$ cat config.mk
export PLATFORM = sky130hd
export DESIGN_NAME = tap_ctrl_top
export DESIGN_NICKNAME = d
export VERILOG_FILES = /design/src/rtl/tap_pkg.sv /design/src/rtl/tap_fsm.sv /design/src/rtl/tap_ir.sv /design/src/rtl/tap_dr.sv /design/src/rtl/tap_ctrl_top.sv
export SDC_FILE = /design/constraint.sdc
export NUM_CORES = 1
export LEC_CHECK = 0
export ABC_CLOCK_PERIOD_IN_PS = 3400
export CAP_MARGIN = 0
export CORE_ASPECT_RATIO = 0.9
export CORE_MARGIN = 1.5
export CORE_UTILIZATION = 45
export DETAILED_ROUTE_END_ITERATION = 8
export PLACE_DENSITY = 0.62
export REMOVE_ABC_BUFFERS = 1
export SKIP_LAST_GASP = 1
export SYNTH_ARGS = -nofsm -noshare
export SYNTH_HDL_FRONTEND = slang
export SYNTH_SLANG_ARGS = --single-unit
$ cat constraint.sdc
create_clock -name test_clk -period 3.4 [get_ports test_clk]
set_clock_uncertainty 0.05 [all_clocks]
set_input_delay 0.68 -clock test_clk [delete_from_list [all_inputs] [get_ports test_clk]]
set_output_delay 0.68 -clock test_clk [all_outputs]
set_load 0.005 [all_outputs]
$ cat src/rtl/tap_pkg.sv
package tap_pkg;

    localparam int IR_W = 16;

    localparam logic [IR_W-1:0] OP_EXTEST = 16'hFFE8;
    localparam logic [IR_W-1:0] OP_IDCODE = 16'hFFFE;
    localparam logic [IR_W-1:0] OP_SAMPLE = 16'hFFF8;
    localparam logic [IR_W-1:0] OP_HIGHZ  = 16'hFFCF;
    localparam logic [IR_W-1:0] OP_CLAMP  = 16'hFFEF;
    localparam logic [IR_W-1:0] OP_BYPASS = 16'hFFFF;

    // Loaded into the instruction shifter in IR capture; bits 1..0 are 01
    localparam logic [IR_W-1:0] IR_CAPTURE_PAT = {{(IR_W-2){1'b0}}, 2'b01};

    typedef enum logic [3:0] {
        ST_RESET, ST_IDLE,
        ST_DR_SELECT, ST_DR_CAPTURE, ST_DR_SHIFT, ST_DR_EXIT1,
        ST_DR_PAUSE, ST_DR_EXIT2, ST_DR_UPDATE,
        ST_IR_SELECT, ST_IR_CAPTURE, ST_IR_SHIFT, ST_IR_EXIT1,
        ST_IR_PAUSE, ST_IR_EXIT2, ST_IR_UPDATE
    } tap_state_t;

    typedef enum logic [1:0] {
        DR_BOUNDARY, DR_IDENT, DR_BYPASS
    } dr_sel_t;

    typedef struct packed {
        dr_sel_t dr;
        logic    test_mode;
        logic    float_pins;
        logic    hold_pins;
    } decode_t;

    function automatic decode_t decode_op(input logic [IR_W-1:0] op);
        decode_t d;
        d = '{dr: DR_BYPASS, test_mode: 1'b0, float_pins: 1'b0, hold_pins: 1'b0};
        case (op)
            OP_EXTEST: begin d.dr = DR_BOUNDARY; d.test_mode = 1'b1; end
            OP_SAMPLE: d.dr = DR_BOUNDARY;
            OP_IDCODE: d.dr = DR_IDENT;
            OP_HIGHZ:  begin d.test_mode = 1'b1; d.float_pins = 1'b1; end
            OP_CLAMP:  d.hold_pins = 1'b1;
            default:   d.dr = DR_BYPASS;
        endcase
        return d;
    endfunction

endpackage

$ cat src/rtl/tap_fsm.sv
module tap_fsm
    import tap_pkg::*;
(
    input  logic       clk,
    input  logic       rst_n,
    input  logic       tms,
    output tap_state_t state,
    output logic       in_reset,
    output logic       cap_ir,
    output logic       sh_ir,
    output logic       upd_ir,
    output logic       cap_dr,
    output logic       sh_dr,
    output logic       upd_dr
);

    tap_state_t next_state;

    always_ff @(posedge clk or negedge rst_n) begin
        if (!rst_n) state <= ST_RESET;
        else        state <= next_state;
    end

    always_comb begin
        unique case (state)
            ST_RESET:      next_state = tms ? ST_RESET     : ST_IDLE;
            ST_IDLE:       next_state = tms ? ST_DR_SELECT : ST_IDLE;
            ST_DR_SELECT:  next_state = tms ? ST_IR_SELECT : ST_DR_CAPTURE;
            ST_DR_CAPTURE: next_state = tms ? ST_DR_EXIT1  : ST_DR_SHIFT;
            ST_DR_SHIFT:   next_state = tms ? ST_DR_EXIT1  : ST_DR_SHIFT;
            ST_DR_EXIT1:   next_state = tms ? ST_DR_UPDATE : ST_DR_PAUSE;
            ST_DR_PAUSE:   next_state = tms ? ST_DR_EXIT2  : ST_DR_PAUSE;
            ST_DR_EXIT2:   next_state = tms ? ST_DR_UPDATE : ST_DR_SHIFT;
            ST_DR_UPDATE:  next_state = tms ? ST_DR_SELECT : ST_IDLE;
            ST_IR_SELECT:  next_state = tms ? ST_RESET     : ST_IR_CAPTURE;
            ST_IR_CAPTURE: next_state = tms ? ST_IR_EXIT1  : ST_IR_SHIFT;
            ST_IR_SHIFT:   next_state = tms ? ST_IR_EXIT1  : ST_IR_SHIFT;
            ST_IR_EXIT1:   next_state = tms ? ST_IR_UPDATE : ST_IR_PAUSE;
            ST_IR_PAUSE:   next_state = tms ? ST_IR_EXIT2  : ST_IR_PAUSE;
            ST_IR_EXIT2:   next_state = tms ? ST_IR_UPDATE : ST_IR_SHIFT;
            ST_IR_UPDATE:  next_state = tms ? ST_DR_SELECT : ST_IDLE;
            default:       next_state = ST_RESET;
        endcase
    end

    always_comb begin
        in_reset = (state == ST_RESET);
        cap_ir   = (state == ST_IR_CAPTURE);
        sh_ir    = (state == ST_IR_SHIFT);
        upd_ir   = (state == ST_IR_UPDATE);
        cap_dr   = (state == ST_DR_CAPTURE);
        sh_dr    = (state == ST_DR_SHIFT);
        upd_dr   = (state == ST_DR_UPDATE);
    end

endmodule

$ cat src/rtl/tap_ir.sv
module tap_ir
    import tap_pkg::*;
(
    input  logic    clk,
    input  logic    rst_n,
    input  logic    tdi,
    input  logic    in_reset,
    input  logic    capture,
    input  logic    shift,
    input  logic    update,
    output logic    sr_lsb,
    output decode_t dec
);

    logic [IR_W-1:0] shreg;
    logic [IR_W-1:0] active;

    always_ff @(posedge clk or negedge rst_n) begin
        if (!rst_n) begin
            shreg  <= '0;
            active <= OP_IDCODE;
        end else begin
            if (in_reset)    active <= OP_IDCODE;
            else if (update) active <= shreg;
            if (capture)     shreg  <= IR_CAPTURE_PAT;
            else if (shift)  shreg  <= {tdi, shreg[IR_W-1:1]};
        end
    end

    // The reset state presents the identification instruction at once
    always_comb begin
        dec    = in_reset ? decode_op(OP_IDCODE) : decode_op(active);
        sr_lsb = shreg[0];
    end

endmodule

$ cat src/rtl/tap_dr.sv
module tap_dr
    import tap_pkg::*;
#(
    parameter int               ID_W     = 32,
    parameter logic [ID_W-1:0]  ID_VALUE = 32'h0A57_10C3
)(
    input  logic    clk,
    input  logic    rst_n,
    input  logic    tdi,
    input  dr_sel_t sel,
    input  logic    capture,
    input  logic    shift,
    input  logic    bsr_out,
    output logic    dr_lsb
);

    localparam logic [ID_W-1:0] ID_CAPTURE = {ID_VALUE[ID_W-1:1], 1'b1};

    logic [ID_W-1:0] id_reg;
    logic            byp_reg;

    always_ff @(posedge clk or negedge rst_n) begin
        if (!rst_n) begin
            id_reg  <= '0;
            byp_reg <= 1'b0;
        end else if (sel == DR_IDENT) begin
            if (capture)    id_reg <= ID_CAPTURE;
            else if (shift) id_reg <= {tdi, id_reg[ID_W-1:1]};
        end else if (sel == DR_BYPASS) begin
            if (capture)    byp_reg <= 1'b0;
            else if (shift) byp_reg <= tdi;
        end
    end

    always_comb begin
        unique case (sel)
            DR_BOUNDARY: dr_lsb = bsr_out;
            DR_IDENT:    dr_lsb = id_reg[0];
            default:     dr_lsb = byp_reg;
        endcase
    end

endmodule

$ cat src/rtl/tap_ctrl_top.sv
module tap_ctrl_top
    import tap_pkg::*;
#(
    parameter int              ID_W     = 32,
    parameter logic [ID_W-1:0] ID_VALUE = 32'h0A57_10C3
)(
    input  logic test_clk,
    input  logic test_rst_n,
    input  logic mode_sel,
    input  logic scan_in,
    output logic scan_out,
    output logic scan_out_en,
    input  logic bsr_out,
    output logic bsr_sel,
    output logic bsr_capture,
    output logic bsr_shift,
    output logic bsr_update,
    output logic core_test_mode,
    output logic pins_float,
    output logic pins_hold
);

    tap_state_t state;
    logic       in_reset, cap_ir, sh_ir, upd_ir, cap_dr, sh_dr, upd_dr;
    logic       ir_lsb, dr_lsb;
    decode_t    dec;

    tap_fsm u_fsm (
        .clk      (test_clk),
        .rst_n    (test_rst_n),
        .tms      (mode_sel),
        .state    (state),
        .in_reset (in_reset),
        .cap_ir   (cap_ir),
        .sh_ir    (sh_ir),
        .upd_ir   (upd_ir),
        .cap_dr   (cap_dr),
        .sh_dr    (sh_dr),
        .upd_dr   (upd_dr)
    );

    tap_ir u_ir (
        .clk      (test_clk),
        .rst_n    (test_rst_n),
        .tdi      (scan_in),
        .in_reset (in_reset),
        .capture  (cap_ir),
        .shift    (sh_ir),
        .update   (upd_ir),
        .sr_lsb   (ir_lsb),
        .dec      (dec)
    );

    tap_dr #(.ID_W(ID_W), .ID_VALUE(ID_VALUE)) u_dr (
        .clk      (test_clk),
        .rst_n    (test_rst_n),
        .tdi      (scan_in),
        .sel      (dec.dr),
        .capture  (cap_dr),
        .shift    (sh_dr),
        .bsr_out  (bsr_out),
        .dr_lsb   (dr_lsb)
    );

    always_comb begin
        bsr_sel        = (dec.dr == DR_BOUNDARY);
        bsr_capture    = bsr_sel & cap_dr;
        bsr_shift      = bsr_sel & sh_dr;
        bsr_update     = bsr_sel & upd_dr;
        core_test_mode = dec.test_mode;
        pins_float     = dec.float_pins;
        pins_hold      = dec.hold_pins;
    end

    // Serial output retimed to the falling edge
    always_ff @(negedge test_clk or negedge test_rst_n) begin
        if (!test_rst_n) begin
            scan_out    <= 1'b0;
            scan_out_en <= 1'b0;
        end else begin
            scan_out    <= sh_ir ? ir_lsb : (sh_dr ? dr_lsb : 1'b0);
            scan_out_en <= sh_ir | sh_dr;
        end
    end

endmodule

Word level (Yosys, flattened, before mapping) --
Cells that the tools add are included.
Word-level totals: bits in registers 71, bits of input ports 5, output and inout port bits 9, logic and storage cells 75
Operators by class: equal/unequal tests 22, muxes and demuxes 29, bitwise logic cells 5, reduce and logical (&&, ||, !) cells 12
Operators by type and width (count):
- 16-bit == test, second input constant | 5
- 16-bit 2-to-1 mux | 4
- 32-bit 2-to-1 mux | 2
- 4-bit case mux with 12 select lines | 1
- 4-bit == test, second input constant | 8
- 4-bit by 3-bit == test with 1-bit output, second input constant | 4
- 4-bit 2-to-1 mux | 4
- 1-bit 2-to-1 mux | 10
- 4-bit by 2-bit == test with 1-bit output, second input constant | 2
- 2-bit OR reduction | 4
- 2-bit 2-to-1 mux | 3
- 3-bit 2-to-1 mux | 2
- 2-bit nonzero test | 3
- 5-bit 2-to-1 mux | 1
- 4-bit by 1-bit == test with 1-bit output, second input constant | 1
- 4-bit zero test | 1
- 2-bit case mux with 2 select lines | 1
- 1-bit AND | 3
- 3-bit AND reduction | 1
- 3-bit OR reduction | 1
- 2-bit by 1-bit == test with 1-bit output, second input constant | 1
- 2-bit == test, second input constant | 1
- 2-bit zero test | 1
- 1-bit case mux with 2 select lines | 1
- 3 further kinds | 3

Logic depth before layout (Yosys ltp) --
word-level depth 8, mapped depth 7, depth with buffers taken out 6

Hierarchy --
Synthesis repeated with hierarchy kept, for this count alone.
Unflattened totals: cell total of the unflattened synthesis 332, area, all modules 3308.2 µm²
Modules (own cells, without submodules):
- tap_dr | instances 1, cells an instance 154, area an instance 1438.9 µm², seq. area each 825.8 µm²
- tap_ir | instances 1, cells an instance 122, area an instance 1436.4 µm², seq. area each 819.5 µm²
- tap_fsm | instances 1, cells an instance 46, area an instance 339.1 µm², seq. area each 100.1 µm²
- tap_ctrl_top | instances 1, cells an instance 10, area an instance 93.8 µm², seq. area each 50.0 µm²

==> flow_summary.toml <==
[cells_and_area]
final_util_pct = 54.1
area_delta_synth_final_pct = 16.3
drive_above_1_share_pct = 17.4
largest_register_ffs = 32
n_antenna_cell = 0
final_nets = 334
nFillCells = 619

[grt]
antenna_found_initial = 0
grt_max_degree = 70
grt_pass1_wl_mm = 10.3
overflow = 0
track_usage_pct = 17.0
first_global_vias = 2222

[synth]
ys.flop_type = "dfrtp_1"
synth-compound-area-share_pct = 9.59
synthCells = 311
synth_adder_area_share_pct = 0
synth_top_family_by_area = "simple AND/OR/NAND/NOR gates"
synth-edff-count = 0
ys_types = 45
synth_seq_cells = 71
synth-simple-area-share_pct = 19.8
yosysSeqAreaShare_pct = 54.8
synth_area_per_cell_um2 = 10.5
synth.mux.area_fraction_pct = 10.5
synth_xor_area_share_pct = 0.267
async_reset_ff_share_pct = 100
yosysWarningCount = 0
syn_area_mm2 = 0.00328

[critical_path]
reg2reg_from = "u_fsm.state[3]$_DFF_PN0_"
arrival_ns = 1.82
critPathCaptureType = "register"
crit_family = "simple AND/OR/NAND/NOR gates"
cp-startpoint = "u_fsm.state[3]$_DFF_PN0_"
r2r_end = "scan_out$_DFF_NN0_"
cp.depth = 5
reg2reg_depth = 5
crit_fanout = 4
path_cells = "or4_4 > nand3_4 > inv_2 > a2111oi_4 > o22ai_1"
crit_path_start_kind = "register"
cp.required_ns = 1.81
path_class = "reg2reg"
worst-path-buf-inv = 1
critPathMaxStageDelay_ns = 0.59
crit_end = "scan_out$_DFF_NN0_"
rrSetupSlack_ns = -0.006
cp_slowest_cell = "or4_4"

[route]
antenna_left = 0
drt_pass1_iterations = 5
wl_mm = 5.79
drc = 0
detail_route.wl_per_cell_um = 13.6
vias = 2236
drtIter0Drc = 93
via_per_inst = 5.24

[floorplanning]
die_area_mm2 = 0.00780
num_rows = 29
die_w_um = 92.9
start_util_pct = 46.5
design.core.area_mm2 = 0.00704
die_height_um = 83.9
boundaryPins = 14

[placed_design]
io_buffers = 13
gp_congestion = 0.757
dp_slack_ns = -0.105
dp_hpwl_mm = 3.64

[min_path]
hold_path.class = "reg2reg"

[clock_network]
clock_sinks = 71
insertion_delay_ns = 0.34
cts_root_buffer = "clkbuf_8"
cts_max_path_buffers = 2
htree_num_levels = 3
cts_buffers = 9
clk_pin_slew_ns = 0.07
cts_tree = "built"

[power]
p_seq_share_pct = 38.6
power_switching_w = 0.00110
p_int_w = 0.00220
swShare_pct = 33.5
power.density_mw_per_mm2 = 866
vdd_ir_drop_max_v = 0.000429
power_frac_clock_pct = 25.3
p_comb_share_pct = 36.0
p_leak_nw = 1.88

[sta]
report.final.hold_viol_count = 0
holdWs_ns = 0.434
max_slew.worst_pin.slew_ns = 1.03
maxSlewViolCount = 0
setup_ws_ns = -0.00608
setup_viol = 1
max-slew-margin-rel_pct = 31.4
rsz0062_at_grt = "true"

[flow_run]
drv_cap = 0

[status]
outcome = "finished with violations"
violations = "setup timing"
-- power groups by stage --
stage / Combinational (W) / Clock [W] / Sequential [W]
after floorplan: 0.000753 / 0 / 0.00133
after global placement: 0.00115 / 0 / 0.00128
after detailed placement: 0.00117 / 0 / 0.00129
after CTS: 0.00119 / 0.000859 / 0.00127
after global routing: 0.00134 / 0.000893 / 0.00131
final: 0.00119 / 0.000836 / 0.00127
-- layout by cell type, fill, tap and decap left out, types with 3 or more instances in the layout --
cell type,instances
buf_4,14
nand2_1,44
dfstp_2,15
dfrtp_1,54
nor2b_1,23
nand3_1,21
mux2i_1,12
nor2_1,20
o21ai_0,3
a21oi_1,5
mux2_1,19
clkdlybuf4s50_1,10
bufinv_16,3
a22o_1,16
nor3_1,3
clkbuf_8,11
inv_1,16
-- area by class of cell --
type | count | area [um^2] | share of cell area [%]
Timing Repair Buffer | 27 | 228 | 5.98
Multi-Input combinational cell | 203 | 1350 | 35.5
Inverter | 17 | 63.8 | 1.67
Sequential cell | 71 | 1800 | 47.1
Tap cell | 93 | 116 | 3.05
Clock buffer | 11 | 151 | 3.97
Clock inverter | 5 | 104 | 2.72
-- metal layers --
layer  wire length (um)  part of all wire [%]  vias up  global-route usage [%]
met2               2560                    44       29                    25.3
li1                   -                     -     1098                       -
met4                 72                   1.2        0                    6.61
met3                212                   3.7        8                    4.46
met5                  0                     0        -                       0
met1               2940                    51     1101                    23.8
-- through the flow --
step / instances / instance area [um^2] / power (W) / TNS [ns]
2_1_floorplan: 291 / 3180 / 0.00208 / -0.327
3_3_place_gp: 411 / 3530 / 0.00243 / -0.0470
3_5_place_dp: 411 / 3530 / 0.00245 / -0.105
4_1_cts: 427 / 3810 / 0.00333 / -0.0294
5_1_grt: 427 / 3810 / 0.00354 / -0.0751
6_report: 427 / 3810 / 0.00330 / -0.00608
-- worst register-to-register path, stage by stage (launching register included) --
cell and delay [ns]:
dfrtp_1 0.38, or4_4 0.59, nand3_4 0.09, inv_2 0.05, a2111oi_4 0.27, o22ai_1 0.10
-- cell usage after synthesis (3+ instances only) --
cell | count | share of area, %
a22o_1 | 16 | 4.3
dfrtp_1 | 54 | 41
nor3_1 | 3 | 0.46
mux2i_1 | 12 | 3.7
clkbuf_1 | 12 | 1.4
nand3_1 | 21 | 3.2
mux2_1 | 19 | 6.5
inv_1 | 16 | 1.8
nor2b_1 | 23 | 4.4
nor2_1 | 21 | 2.4
buf_2 | 5 | 0.76
a21oi_1 | 5 | 0.76
o21ai_0 | 3 | 0.46
nand2_1 | 45 | 5.2
dfstp_2 | 15 | 12
-- worst min-delay path by stage --
| stage | start | end | slack (ns) | cells after the start |
|---|---|---|---|---|
| after floorplan | test_rst_n | u_dr.byp_reg$_DFFE_PN0P_ | 0.33 | 0 |
| after global placement | u_dr.id_reg[3]$_DFFE_PN0P_ | u_dr.id_reg[3]$_DFFE_PN0P_ | 0.42 | 1 |
| after detailed placement | u_dr.id_reg[3]$_DFFE_PN0P_ | u_dr.id_reg[3]$_DFFE_PN0P_ | 0.42 | 1 |
| after CTS | u_ir.active[8]$_DFFE_PN1P_ | u_ir.active[8]$_DFFE_PN1P_ | 0.44 | 2 |
| after global routing | u_dr.id_reg[5]$_DFFE_PN0P_ | u_dr.id_reg[5]$_DFFE_PN0P_ | 0.45 | 1 |
| final | u_ir.active[8]$_DFFE_PN1P_ | u_ir.active[8]$_DFFE_PN1P_ | 0.43 | 2 |
-- cell families (layout without fill, tap and decap cells) --
family / count (synthesis) / in the layout
compound gates: 40 / 40
mux: 32 / 32
xor+xnor: 1 / 1
flops: 71 / 71
buf+inv: 37 / 60
simple gates: 130 / 130
-- repair_timing --
| action | in CTS | in global routing |
|---|---|---|
| pin swaps | 5 | 1 |
| hold endpoints to repair | 0 | 0 |
| gates resized for setup | 6 | 1 |
| gates cloned | 0 | 0 |
| hold buffers | 0 | 0 |
| setup endpoints to repair | 3 | 1 |
| buffers inserted | 0 | 0 |
Power figures use the tool's default switching activity.
